## config.mk

```make
export PLATFORM = sky130hd
export DESIGN_NAME = rail_sequencer
export DESIGN_NICKNAME = d
export VERILOG_FILES = /design/src/rtl/rseq_pkg.sv /design/src/rtl/rseq_order_map.sv /design/src/rtl/rseq_fsm.sv /design/src/rtl/rail_sequencer.sv
export SDC_FILE = /design/constraint.sdc
export NUM_CORES = 1
export LEC_CHECK = 0
export CORE_MARGIN = 8
export CORE_UTILIZATION = 40
export DETAILED_ROUTE_END_ITERATION = 10
export GPL_TIMING_DRIVEN = 0
export HOLD_SLACK_MARGIN = 0.02
export MAX_ROUTING_LAYER = met4
export PLACE_DENSITY = 0.63
export SETUP_SLACK_MARGIN = 0.1
export SYNTH_ARGS = -nofsm -noshare
export SYNTH_HDL_FRONTEND = slang
export SYNTH_HIERARCHICAL = 1
export SYNTH_SLANG_ARGS = --single-unit
```

## constraint.sdc

```tcl
create_clock -name clk_i -period 5 [get_ports clk_i]
set_clock_uncertainty 0.2 [all_clocks]
set_input_delay 0.5 -clock clk_i [delete_from_list [all_inputs] [get_ports clk_i]]
set_output_delay 0.5 -clock clk_i [all_outputs]
set_load 0.05 [all_outputs]
```

## src/rtl/rseq_pkg.sv

```systemverilog
package rseq_pkg;
   localparam int unsigned RSEQ_GROUPS = 4;
   localparam int unsigned RSEQ_STAGES = 4;
   localparam int unsigned GRP_W       = $clog2(RSEQ_GROUPS);
   localparam int unsigned LVL_W       = $clog2(RSEQ_STAGES + 1);

   typedef enum logic [2:0] {
      ST_IDLE   = 3'd0,
      ST_WAIT   = 3'd1,
      ST_SETTLE = 3'd2,
      ST_DONE   = 3'd3,
      ST_DOWN   = 3'd4
   } rseq_state_e;

   typedef enum logic {
      ORD_CORE_FIRST = 1'b0,
      ORD_IO_FIRST   = 1'b1
   } rseq_order_e;

   // Rail group switched on at a given stage under a given ordering.
   // Group 3 (DDR / 1.5 V) is last in both orderings.
   function automatic logic [GRP_W-1:0] stage_group(rseq_order_e ord, int unsigned stage);
      logic [GRP_W-1:0] g;
      if (ord == ORD_CORE_FIRST) begin
         g = GRP_W'(stage);
      end else begin
         case (stage)
            0:       g = GRP_W'(2);
            1:       g = GRP_W'(0);
            2:       g = GRP_W'(1);
            default: g = GRP_W'(3);
         endcase
      end
      return g;
   endfunction
endpackage

```

## src/rtl/rseq_order_map.sv

```systemverilog
module rseq_order_map
   import rseq_pkg::*;
(
   input  rseq_order_e                order_i,
   input  logic [LVL_W-1:0]           lvl_i,
   output logic [RSEQ_GROUPS-1:0]     en_o,
   output logic [GRP_W-1:0]           cur_grp_o
);
   logic [RSEQ_GROUPS-1:0] stage_oh [RSEQ_STAGES];
   logic [LVL_W-1:0]       lvl_m1;

   initial begin
      assert (RSEQ_STAGES == RSEQ_GROUPS)
         else $error("rseq_order_map: each stage must own exactly one group");
   end

   for (genvar s = 0; s < RSEQ_STAGES; s++) begin : g_stage
      localparam logic [LVL_W-1:0] S_LVL = LVL_W'(s);
      assign stage_oh[s] = (lvl_i > S_LVL)
                         ? (RSEQ_GROUPS'(1) << stage_group(order_i, s))
                         : '0;
   end

   always_comb begin
      en_o = '0;
      for (int s = 0; s < RSEQ_STAGES; s++) begin
         en_o = en_o | stage_oh[s];
      end
   end

   assign lvl_m1 = lvl_i - LVL_W'(1);

   always_comb begin
      if (lvl_i == '0) cur_grp_o = '0;
      else             cur_grp_o = stage_group(order_i, 32'(lvl_m1));
   end
endmodule

```

## src/rtl/rseq_fsm.sv

```systemverilog
module rseq_fsm
   import rseq_pkg::*;
#(
   parameter int unsigned TIMEOUT_CYCLES = 1000,
   parameter int unsigned SETTLE_W       = 8
)(
   input  logic              clk_i,
   input  logic              rst_ni,
   input  logic              start_i,
   input  logic              order_sel_i,
   input  logic [SETTLE_W-1:0] settle_i,
   input  logic              cur_pg_i,
   input  logic              all_pg_i,
   output rseq_order_e       order_o,
   output logic [LVL_W-1:0]  lvl_o,
   output logic              done_o,
   output logic              fault_o
);
   localparam int unsigned TMO_W    = $clog2(TIMEOUT_CYCLES);
   localparam int unsigned CNT_W    = (TMO_W > SETTLE_W) ? TMO_W : SETTLE_W;
   localparam logic [CNT_W-1:0] TMO_LAST = CNT_W'(TIMEOUT_CYCLES - 1);
   localparam logic [LVL_W-1:0] LVL_TOP  = LVL_W'(RSEQ_STAGES);

   rseq_state_e       state_q;
   rseq_order_e       order_q;
   logic [LVL_W-1:0]  lvl_q;
   logic [CNT_W-1:0]  tmr_q;
   logic              fault_q;

   initial begin
      assert (TIMEOUT_CYCLES >= 2) else $error("rseq_fsm: TIMEOUT_CYCLES below 2");
      assert (SETTLE_W >= 1)       else $error("rseq_fsm: SETTLE_W below 1");
   end

   always_ff @(posedge clk_i or negedge rst_ni) begin
      if (!rst_ni) begin
         state_q <= ST_IDLE;
         order_q <= ORD_CORE_FIRST;
         lvl_q   <= '0;
         tmr_q   <= '0;
         fault_q <= 1'b0;
      end else begin
         case (state_q)
            ST_IDLE: begin
               tmr_q <= '0;
               if (!start_i) begin
                  fault_q <= 1'b0;
               end else if (!fault_q) begin
                  order_q <= rseq_order_e'(order_sel_i);
                  lvl_q   <= LVL_W'(1);
                  state_q <= ST_WAIT;
               end
            end
            ST_WAIT: begin
               if (!start_i) begin
                  state_q <= ST_DOWN;
               end else if (cur_pg_i) begin
                  tmr_q   <= '0;
                  state_q <= ST_SETTLE;
               end else if (tmr_q == TMO_LAST) begin
                  fault_q <= 1'b1;
                  state_q <= ST_DOWN;
               end else begin
                  tmr_q <= tmr_q + CNT_W'(1);
               end
            end
            ST_SETTLE: begin
               if (!start_i) begin
                  state_q <= ST_DOWN;
               end else if (tmr_q == CNT_W'(settle_i)) begin
                  tmr_q <= '0;
                  if (lvl_q == LVL_TOP) begin
                     state_q <= ST_DONE;
                  end else begin
                     lvl_q   <= lvl_q + LVL_W'(1);
                     state_q <= ST_WAIT;
                  end
               end else begin
                  tmr_q <= tmr_q + CNT_W'(1);
               end
            end
            ST_DONE: begin
               if (!all_pg_i) begin
                  fault_q <= 1'b1;
                  state_q <= ST_DOWN;
               end else if (!start_i) begin
                  state_q <= ST_DOWN;
               end
            end
            ST_DOWN: begin
               if (lvl_q <= LVL_W'(1)) state_q <= ST_IDLE;
               if (lvl_q != '0)        lvl_q   <= lvl_q - LVL_W'(1);
            end
            default: state_q <= ST_IDLE;
         endcase
      end
   end

   assign order_o = order_q;
   assign lvl_o   = lvl_q;
   assign done_o  = (state_q == ST_DONE);
   assign fault_o = fault_q;

   a_r7_wait_bound: assert property (@(posedge clk_i) disable iff (!rst_ni)
      (state_q == ST_WAIT) |-> (tmr_q <= TMO_LAST));
   a_r10_order_hold: assert property (@(posedge clk_i) disable iff (!rst_ni)
      (state_q != ST_IDLE) |=> $stable(order_q));
   a_r9_no_restart_on_fault: assert property (@(posedge clk_i) disable iff (!rst_ni)
      (fault_q && state_q == ST_IDLE) |=> (state_q == ST_IDLE));
   a_r11_loss_faults: assert property (@(posedge clk_i) disable iff (!rst_ni)
      (state_q == ST_DONE && !all_pg_i) |=> (fault_q && state_q == ST_DOWN));
   a_r6_done_drops: assert property (@(posedge clk_i) disable iff (!rst_ni)
      (done_o && !start_i) |=> !done_o);
endmodule

```

## src/rtl/rail_sequencer.sv

```systemverilog
module rail_sequencer
   import rseq_pkg::*;
#(
   parameter int unsigned TIMEOUT_CYCLES = 1000,
   parameter int unsigned SETTLE_W       = 8
)(
   input  logic                   clk_i,
   input  logic                   rst_ni,
   input  logic                   start_i,
   input  logic                   order_sel_i,
   input  logic [SETTLE_W-1:0]    settle_i,
   input  logic [RSEQ_GROUPS-1:0] pgood_i,
   output logic [RSEQ_GROUPS-1:0] rail_en_o,
   output logic                   done_o,
   output logic                   fault_o
);
   rseq_order_e       order_w;
   logic [LVL_W-1:0]  lvl_w;
   logic [GRP_W-1:0]  cur_grp_w;
   logic              cur_pg_w;
   logic              all_pg_w;

   assign cur_pg_w = pgood_i[cur_grp_w];
   assign all_pg_w = &pgood_i;

   rseq_fsm #(
      .TIMEOUT_CYCLES (TIMEOUT_CYCLES),
      .SETTLE_W       (SETTLE_W)
   ) fsm_i (
      .clk_i       (clk_i),
      .rst_ni      (rst_ni),
      .start_i     (start_i),
      .order_sel_i (order_sel_i),
      .settle_i    (settle_i),
      .cur_pg_i    (cur_pg_w),
      .all_pg_i    (all_pg_w),
      .order_o     (order_w),
      .lvl_o       (lvl_w),
      .done_o      (done_o),
      .fault_o     (fault_o)
   );

   rseq_order_map map_i (
      .order_i   (order_w),
      .lvl_i     (lvl_w),
      .en_o      (rail_en_o),
      .cur_grp_o (cur_grp_w)
   );

   a_r5_single_rise: assert property (@(posedge clk_i) disable iff (!rst_ni)
      $countones(rail_en_o & ~$past(rail_en_o)) <= 1);
   a_r5_ddr_last: assert property (@(posedge clk_i) disable iff (!rst_ni)
      rail_en_o[3] |-> (&rail_en_o[2:0]));
   a_r8_single_fall: assert property (@(posedge clk_i) disable iff (!rst_ni)
      $countones($past(rail_en_o) & ~rail_en_o) <= 1);
   a_r6_done_all_on: assert property (@(posedge clk_i) disable iff (!rst_ni)
      done_o |-> (&rail_en_o && !fault_o));
   a_r9_fault_no_rise: assert property (@(posedge clk_i) disable iff (!rst_ni)
      fault_o |-> ((rail_en_o & ~$past(rail_en_o)) == '0));
endmodule

```

* Word level (Yosys, flattened, before mapping)
Cells that the tools add are included.
Storage, ports and cells: output and inout port bits 6, input bits 16, word-level logic and storage cells 100, bits in read-only memories 0, memories 0, bits in latches 0, RAM bits 0, bits in registers 18
Operators by class: bitwise operators 4, div/mod/pow operators 0, eq/ne operators 25, shift-type cells 3, add/sub/neg operators 3, magnitude comparators 6, mux-type cells 41, $mul 0, reduce and logical (&&, ||, !) cells 13
Operators with widths (count):
- $mux W10 | 5
- $mux W3 | 14
- $pmux W10 S3 | 1
- $mux W4 | 4
- $ne A2 B2 Y1 const B | 8
- $pmux W3 S5 | 1
- $or A4 B4 Y4 | 3
- $reduce_and A6 Y1 | 2
- $reduce_bool A3 Y1 | 4
- $add A10 B1 Y10 const B | 1
- $eq A10 B10 Y1 const B | 1
- $eq A10 B8 Y1 | 1
- $mux W2 | 5
- $eq A3 B2 Y1 const B | 3
- $logic_not A3 Y1 | 3
- $pmux W3 S3 | 1
- $ne A2 B1 Y1 const B | 4
- $reduce_and A4 Y1 | 2
- $shl A1 B2 Y4 const A | 2
- $mux W1 | 7
- $reduce_and A7 Y1 | 1
- $eq A3 B1 Y1 const B | 2
- $eq A3 B3 Y1 const B | 2
- $gt A3 B1 Y1 const B | 2
- other kinds (14) | 16

* Longest topological paths before layout
Gate-level depths: netlist of run 1.
word-level depth 10, depth in mapped cells 12, gate-level depth less buffers 11

* Modules after synthesis
The synthesis of run 1 kept the hierarchy.
By module, submodules not included:
- rseq_fsm | instances 1, area an instance 1428.9 um^2, sequential area each 450.4 um^2, cells an instance 171
- rseq_order_map | instances 1, area an instance 259.0 um^2, sequential area each 0.0 um^2, cells an instance 30
- rail_sequencer | instances 1, area an instance 31.3 um^2, sequential area each 0.0 um^2, cells an instance 2

* Worst setup path after synthesis of run 1
No wires, ideal clock.
kind flip-flop to flip-flop, start register fsm_i.lvl_q[0] (netlist: fsm_i/lvl_o[0]), end register fsm_i.state_q[1], stages on the path, launching flop included 12, path slack 1569 ps, clock period less this slack 3431 ps, path buffers 0, library setup time 125 ps, data arrival time 3106 ps, data required time 4675 ps, cells stage by stage dfrtp_1 > inv_1 > ha_1 > or2_4 > a2111oi_4 > a211oi_1 > mux4_2 > or4b_1 > a31oi_1 > o21a_2 > a211oi_2 > mux2_4
On the way: cells in the longest elaborated chain, start to end 10, elaborated cells between the ends (all ways) 21, classes of those cells 1 x add/sub; 1 x order compare; 5 x eq/ne; 11 x mux; 3 x reduce/logical
Ends and longest elaborated chain:
- start: declaration | RTL line rseq_fsm.sv:26 | logic [LVL_W-1:0] lvl_q;
- start signal: assignment | RTL line rseq_fsm.sv:75 | lvl_q <= lvl_q + LVL_W'(1);
- start signal: assignment | RTL line rseq_fsm.sv:92 | if (lvl_q != '0) lvl_q <= lvl_q - LVL_W'(1);
- $sub A3 B1 Y3 | RTL line rseq_order_map.sv:31 | assign lvl_m1 = lvl_i - LVL_W'(1);
- $eq A3 B2 Y1, or another cell as far along | RTL line rseq_pkg.sv:27 | case (stage)
- $pmux W2 S3 | RTL line rseq_pkg.sv:27
- $mux W2 | RTL line rseq_pkg.sv:24 | if (ord == ORD_CORE_FIRST) begin
- $mux W2 * | RTL line rseq_order_map.sv:34 | if (lvl_i == '0) cur_grp_o = '0;
- net cur_grp_w[1] | RTL line rail_sequencer.sv:19 | logic [GRP_W-1:0] cur_grp_w;
- $bmux W1 S2 * | RTL line rail_sequencer.sv:23 | assign cur_pg_w = pgood_i[cur_grp_w];
- $mux W1 (not written as such) * | RTL line rail_sequencer.sv:23
- net cur_pg_w | RTL line rail_sequencer.sv:20 | logic cur_pg_w;
- $mux W3 | RTL line rseq_fsm.sv:57 | end else if (cur_pg_i) begin
- $mux W3 | RTL line rseq_fsm.sv:55 | if (!start_i) begin
- $pmux W3 S5 | RTL line rseq_fsm.sv:43 | case (state_q)
- end signal: assignment | RTL line rseq_fsm.sv:56 | state_q <= ST_DOWN;
- end signal: assignment | RTL line rseq_fsm.sv:59 | state_q <= ST_SETTLE;
- end signal: assignment | RTL line rseq_fsm.sv:62 | state_q <= ST_DOWN;
- end: declaration | RTL line rseq_fsm.sv:24 | rseq_state_e state_q;
Mark *: on every way through the listed nets, which the timed path passes. The rest lies on a longest branch. The select of a mux whose other input is x is not followed. A chain may end at the register's enable or synchronous reset.

* Worst setup path after layout of run 1
Same ends and word-level chain as after synthesis.

==> out/metrics.yaml, run 1 <==
finalCritPeriodShare_pct: 74.47
fmax_ghz: 0.2686
critPathKind: "flip-flop to flip-flop"
cp.required_ns: 4.95
synth_area_leaders: "dfrtp_1, ha_1, nand2_1"
synth_compound_area_share_pct: 23.51
vias: 1536
clk_pin_slew_ns: 0.07
yosysTopAreaCell: "dfrtp_1"
cts_tree: "yes"
clockRootBuffer: "clkbuf_8"
dieArea_mm2: 0.006652
irDropWorstVdd_uv: 363.1
whs_path_depth: 1
overflow: 0
cts-resized-gates: 0
setup_slack_ns: 1.277
timing.hold.ws_ns: 0.3699
dpl.hpwl_um: 2966
num_antenna_cells: 0
rows: 24
antenna_found_initial: 0
drtIter0Drc: 67
reg2reg_to: "fsm_i/state_q[1]"
drive_gt1_share_pct: 12.33
area_delta_synth_final_pct: 18.41
yosys.area_share.simple_pct: 27.07
die_w_um: 81.56
postCtsSetupRepairBufs: 0
io_buffers: 21
synthCells: 203
relSlewSlack_pct: 40.26
timing.setup.tns_ns: 0
yosys_warnings: 6
coreArea_mm2: 0.004234
ant_nets: 0
track_usage_pct: 13.41
whs_endpoint: "fsm_i/tmr_q[0]"
postCtsHoldBufs: 0
ys_ff_latch: 18
n_fill_cell: 434
dp_slack_ns: 1.280
period_needed_ns: 3.723
ys_seq_area_share_pct: 26.20
syn_nets: 230
gp_congestion: 0.7766
p_leak_nw: 0.8008
die_h_um: 81.56
max-clock-path-buffers: 2
synth_flop_cell: "dfrtp_1"
finish.utilization_pct: 48.08
min-delay-path-class: "flip-flop to flip-flop"
cts.sinks: 18
synth_adder_area_share_pct: 8.006
synth_top_family_by_area: "simple AND/OR/NAND/NOR gates"
worstHoldStart: "fsm_i/tmr_q[0]"
wire_per_inst_um: 14.50
synthXorXnorAreaFrac_pct: 4.512
final_hold_viol_count: 0
finalSetupViolCount: 0
avgSynthCellArea_um2: 8.469
r2r_slack_ns: 1.28
drv_cap: 0
clk-insertion-delay-late_ns: 0.26
routed_via_density: 5.505
ys_types: 53
ioPinCount: 22
dp.cells: 276
cts_max_level: 1
synth_area_mm2: 0.001719
route.detailed.drc: 0
cp.arrival_ns: 3.67
worstMarginPinSlew_ns: 0.8934
mostFrequentLayoutCells: "nand2_1, clkdlybuf4s50_1, dfrtp_1, nor2_1, ha_1"
grt_pass1_vias: 1523
synth_edf_count: 0
powerDensity_mw_per_mm2: 473.8
startpoint_type: "flip-flop"
start_util_pct: 40.60
cts_made_buffers: 3
status: "finished clean"
finalWirelength_um: 4045
grt_max_degree: 19
regToRegStartpoint: "fsm_i/lvl_o[0]"
grt_pass1_wl_um: 6989
crit_path_end_kind: "flip-flop"
worstRegToRegCells: 11
mostFrequentLayoutCell: "nand2_1"
nNetsFinal: 256
instances_no_fill: 279
drtPass1Iterations: 4
async_flop_share_pct: 100.0
yosys.area.top_type_share_pct: 26.20
rsz0062_at_grt: "false"
synthMuxAreaShare_pct: 4.731
slew_violations: 0
cp_max_fo: 10
-- metrics by stage --
| stage | power [mW] | area (µm²) |
|---|---|---|
| after floorplan | 0.6942 | 1719 |
| after global placement | 0.8636 | 1994 |
| after detailed placement | 0.8619 | 1994 |
| after CTS | 0.9716 | 2036 |
| after global routing | 1.042 | 2036 |
| final | 0.9646 | 2036 |
-- cells in the mapped netlist (all sizes together), types with 2 or more instances --
cell type   n
nand4       3
inv         8
buf         8
a211oi      3
and3b       2
clkbuf      5
nor2b       8
or4         3
and3        2
and4        2
ha         11
and2        2
o211ai     10
nand2b      4
o21ai      12
nand3       6
nand2      25
nor2       15
a2111oi     3
o31ai       3
or3         3
nor4        2
a21oi      10
o221ai      2
or2         3
dfrtp      18
nor3        2
o311ai      2
mux2        4
xnor2       8
-- cells by family (layout without fill, tap and decap cells) --
logic type / after synthesis / count (layout)
AOI/OAI and AO/OA: 52 / 52
adders and majority gates: 11 / 11
buffers and inverters: 21 / 45
xor gates and xnor gates: 8 / 8
DFF: 18 / 18
and+or+nand+nor: 87 / 87
muxes: 6 / 6
-- critical path: stages (launching register included) --
cell	delay, ns
dfrtp_1	0.53
inv_1	0.19
ha_1	0.25
or2_4	0.28
a2111oi_4	0.33
a211oi_1	0.10
mux4_2	0.51
or4b_1	0.48
a31oi_1	0.18
o21a_2	0.17
a211oi_2	0.06
mux2_4	0.33
-- where the power goes --
group          switching (mW)  internal, mW  leakage, nW
combinational           0.394         0.251        0.540
clock                  0.0510        0.0537       0.0216
sequential             0.0398         0.175        0.239
total                   0.485         0.480        0.801
-- state kept, by name (all words and copies together), names as in the netlist --
signal         count
fsm_i/fault_o      1
fsm_i/lvl_o        3
fsm_i/tmr_q       10
fsm_i/state_q      3
fsm_i/order_o      1
-- cell type report --
type,count,area [µm²],area share (%)
Buffer,13,72.57,3.565
Clock buffer,3,41.29,2.028
Inverter,8,30.03,1.475
Multi-Input combinational cell,164,1166,57.28
Sequential cell,18,450.4,22.13
Tap cell,52,65.06,3.196
Timing Repair Buffer,21,210.2,10.33
-- worst max-delay path by stage --
| stage | slack, ns | from | cells after the start | endpoint |
|---|---|---|---|---|
| 3_3_place_gp | 1.27 | fsm_i/lvl_o[0] | 11 | fsm_i/state_q[1] |
| 5_1_grt | 1.10 | fsm_i/lvl_o[0] | 11 | fsm_i/state_q[1] |
| 6_report | 1.28 | fsm_i/lvl_o[0] | 11 | fsm_i/state_q[1] |
| 2_1_floorplan | 1.57 | fsm_i/lvl_o[0] | 11 | fsm_i/state_q[1] |
| 4_1_cts | 1.26 | fsm_i/lvl_o[0] | 11 | fsm_i/state_q[1] |
| 3_5_place_dp | 1.28 | fsm_i/lvl_o[0] | 11 | fsm_i/state_q[1] |
-- metal layers --
metal,vias up,wire length [µm],track usage (%)
met5,-,0,-
met4,0,71,5.536
met3,5,203,2.079
met2,36,1786,21.00
met1,704,1984,16.77
li1,791,-,-
Note: power is estimated with default switching activity, not from simulation.
==> run 2: changes to the inputs <==
- PLACE_DENSITY: 0.63 -> 0.65
- clock period: 5 -> 3.1 ns (I/O delays scaled with it)
==> run 2 against run 1 <==
The flow now finishes with violations (negative setup slack). Utilization rose by 4.2 points. Sequential cell count did not move. Power grew 85%. Critical endpoint unchanged. First-iteration DRC count increased by 7.5%.
==> out/metrics.yaml, run 2 (synthesis results as in run 1) <==
status: "complete, but fails checks"
violations: "negative setup slack"
worst_path_most_repeated_cell: "a211oi_2"
cp.arrival_ns: 3.22  # -0.45 ns
cp.required_ns: 3.05  # -1.90 ns
drtPass1Iterations: 4  # unchanged
io_buffers: 21  # unchanged
finalSetupViolCount: 11  # +11
grt_max_degree: 19  # unchanged
comb_power_share_pct: 69.7  # +2.8 points
rows: 24  # unchanged
dpl.hpwl_um: 2958  # -0.28%
start_util_pct: 40.60  # unchanged
wire_per_inst_um: 14.57  # +0.48%
route.detailed.drc: 0  # unchanged
max-clock-path-buffers: 2  # unchanged
cp_slowest_cell: "or4b_1"
ioPinCount: 22  # unchanged
period_needed_ns: 3.273  # -0.4502 ns
vias: 1598  # +4.0%
dieArea_mm2: 0.006652  # unchanged
cts_made_buffers: 3  # unchanged
cp_max_fo: 5  # -5
num_antenna_cells: 0  # unchanged
p_int_uw: 941.6  # +96%
drv_cap: 0  # unchanged
place_area_mm2: 0.002004  # +0.50%
slew_violations: 0  # unchanged
ant_nets: 0  # unchanged
area_delta_synth_final_pct: 28.82
worstMarginPinSlew_ns: 0.8652  # -0.02815 ns
mostFrequentLayoutCells: "nand2_1, clkdlybuf4s50_1, dfrtp_1, nor2_1"
critPathKind: "flip-flop to flip-flop"
grt_pass1_vias: 1562  # +2.6%
crit_family: "multiplexers"
min-delay-path-class: "input pin to asynchronous set/reset pin"
sw_frac_of_total_pct: 47.11  # -3.2 points
mostFrequentLayoutCell: "nand2_1"
clockRootBuffer: "clkbuf_8"
grt_pass1_wl_um: 7196  # +3.0%
rsz0062_at_grt: "true"
p_sw_uw: 838.6  # +73%
p_leak_nw: 0.8809  # +10%
coreArea_mm2: 0.004234  # unchanged
track_usage_pct: 13.96  # +0.55 points
die_h_um: 81.56  # unchanged
nNetsFinal: 268  # +4.7%
largest_register: "fsm_i/tmr_q"
timing.setup.tns_ns: -0.7246  # -0.7246 ns
relSlewSlack_pct: 42.14  # +1.9 points
clk-insertion-delay-late_ns: 0.26  # about the same
cts_tree: "yes"
final_hold_viol_count: 0  # unchanged
crit_buf_inv: 1  # unchanged
irDropWorstVdd_uv: 657.1  # +81%
postLayoutCellArea_mm2: 0.002215  # +8.8%
cts.sinks: 18  # unchanged
powerDensity_mw_per_mm2: 803.8  # +70%
crit_path_end_kind: "flip-flop"
largest_reg_flops: 10  # unchanged
gp_congestion: 0.7581  # -2.4%
finalCritPeriodShare_pct: 105.6  # +31 points
drive_gt1_share_pct: 22.92  # +11 points
postCtsHoldBufs: 0  # unchanged
finalWirelength_um: 4254  # +5.2%
cpPeakStageDelay_ns: 0.48  # -0.05 ns
antenna_found_initial: 0  # unchanged
cts_max_level: 1  # unchanged
finish.utilization_pct: 52.31  # +4.2 points
clock_power_share_pct: 11.1  # +0.3 points
overflow: 0  # unchanged
fmax_ghz: 0.3055  # +14%
dp_slack_ns: -0.3172  # -1.597 ns
routed_via_density: 5.473  # -0.60%
startpoint_type: "flip-flop"
drtIter0Drc: 72  # +7.5%
power_frac_seq_pct: 19.2  # -3.1 points
setup_slack_ns: -0.1731  # -1.450 ns
clk_pin_slew_ns: 0.07  # about the same
die_w_um: 81.56  # unchanged
path_cells: "inv_4 -> ha_4 -> or2_4 -> a2111oi_4 -> a211oi_2 -> mux4_2 -> or4b_1 -> a31oi_1 -> o21a_2 -> a211oi_2 -> mux2_4"
run 2: changes by cell type in the layout (fill, tap and decap cells not counted), sizes merged:
cell  previous run  this run
buf              8        21
run 2: repair_timing:
action / 4_1_cts / 5_1_grt
setup buffers: 11 / 3
pin swaps: 1 / 2
endpoints found under the setup margin: 13 / 13
gates resized for setup: 13 / 6
run 2: cell type report:
| type | instances | area (µm²) |
|---|---|---|
| plain buffers | 12 | 75.07 |
| clock buffers | 4 | 55.05 |
| fillers | 399 | 2019 |
| inverters | 8 | 35.03 |
| multi-input cells | 164 | 1204 |
| flip-flops and latches | 18 | 452.9 |
| well taps | 52 | 65.06 |
| repair buffers | 34 | 327.8 |
run 2: per-stage QoR:
step                power [mW]  hold WS [ns]  cells
finish                   1.780        0.3419    292
global route             1.912        0.3751    292
CTS                      1.732        0.3651    290
detailed placement       1.396        0.3552    276
global placement         1.404        0.3475    276
floorplan                1.129       -0.1856    203
run 2: path summary, 6_finish.rpt:
path | from | end | slack [ns] | cells after the start
worst max-delay path | fsm_i/lvl_o[1] | fsm_i/state_q[1] | -0.17 | 11
max in group asynchronous | rst_ni | fsm_i/lvl_o[1] | 1.77 | 1
worst min register to register | fsm_i/tmr_q[0] | fsm_i/tmr_q[0] | 0.36 | 1
worst min-delay path | rst_ni | fsm_i/tmr_q[3] | 0.34 | 1
worst max register to register | fsm_i/lvl_o[1] | fsm_i/state_q[1] | -0.17 | 11
min in group clk_i | fsm_i/tmr_q[0] | fsm_i/tmr_q[0] | 0.36 | 1
run 2: power by group through the flow:
stage | Sequential, mW | Combinational (mW) | Clock, mW
2_1_floorplan | 0.356 | 0.773 | 0
3_3_place_gp | 0.352 | 1.05 | 0
5_1_grt | 0.350 | 1.35 | 0.213
6_report | 0.341 | 1.24 | 0.198
4_1_cts | 0.343 | 1.18 | 0.206
3_5_place_dp | 0.352 | 1.04 | 0
run 2: routing by layer:
metal	part of all wire [%]	track usage, %
met1	47	17.13
met3	4.3	2.407
met4	1.4	4.821
met5	0	-
met2	47	22.51
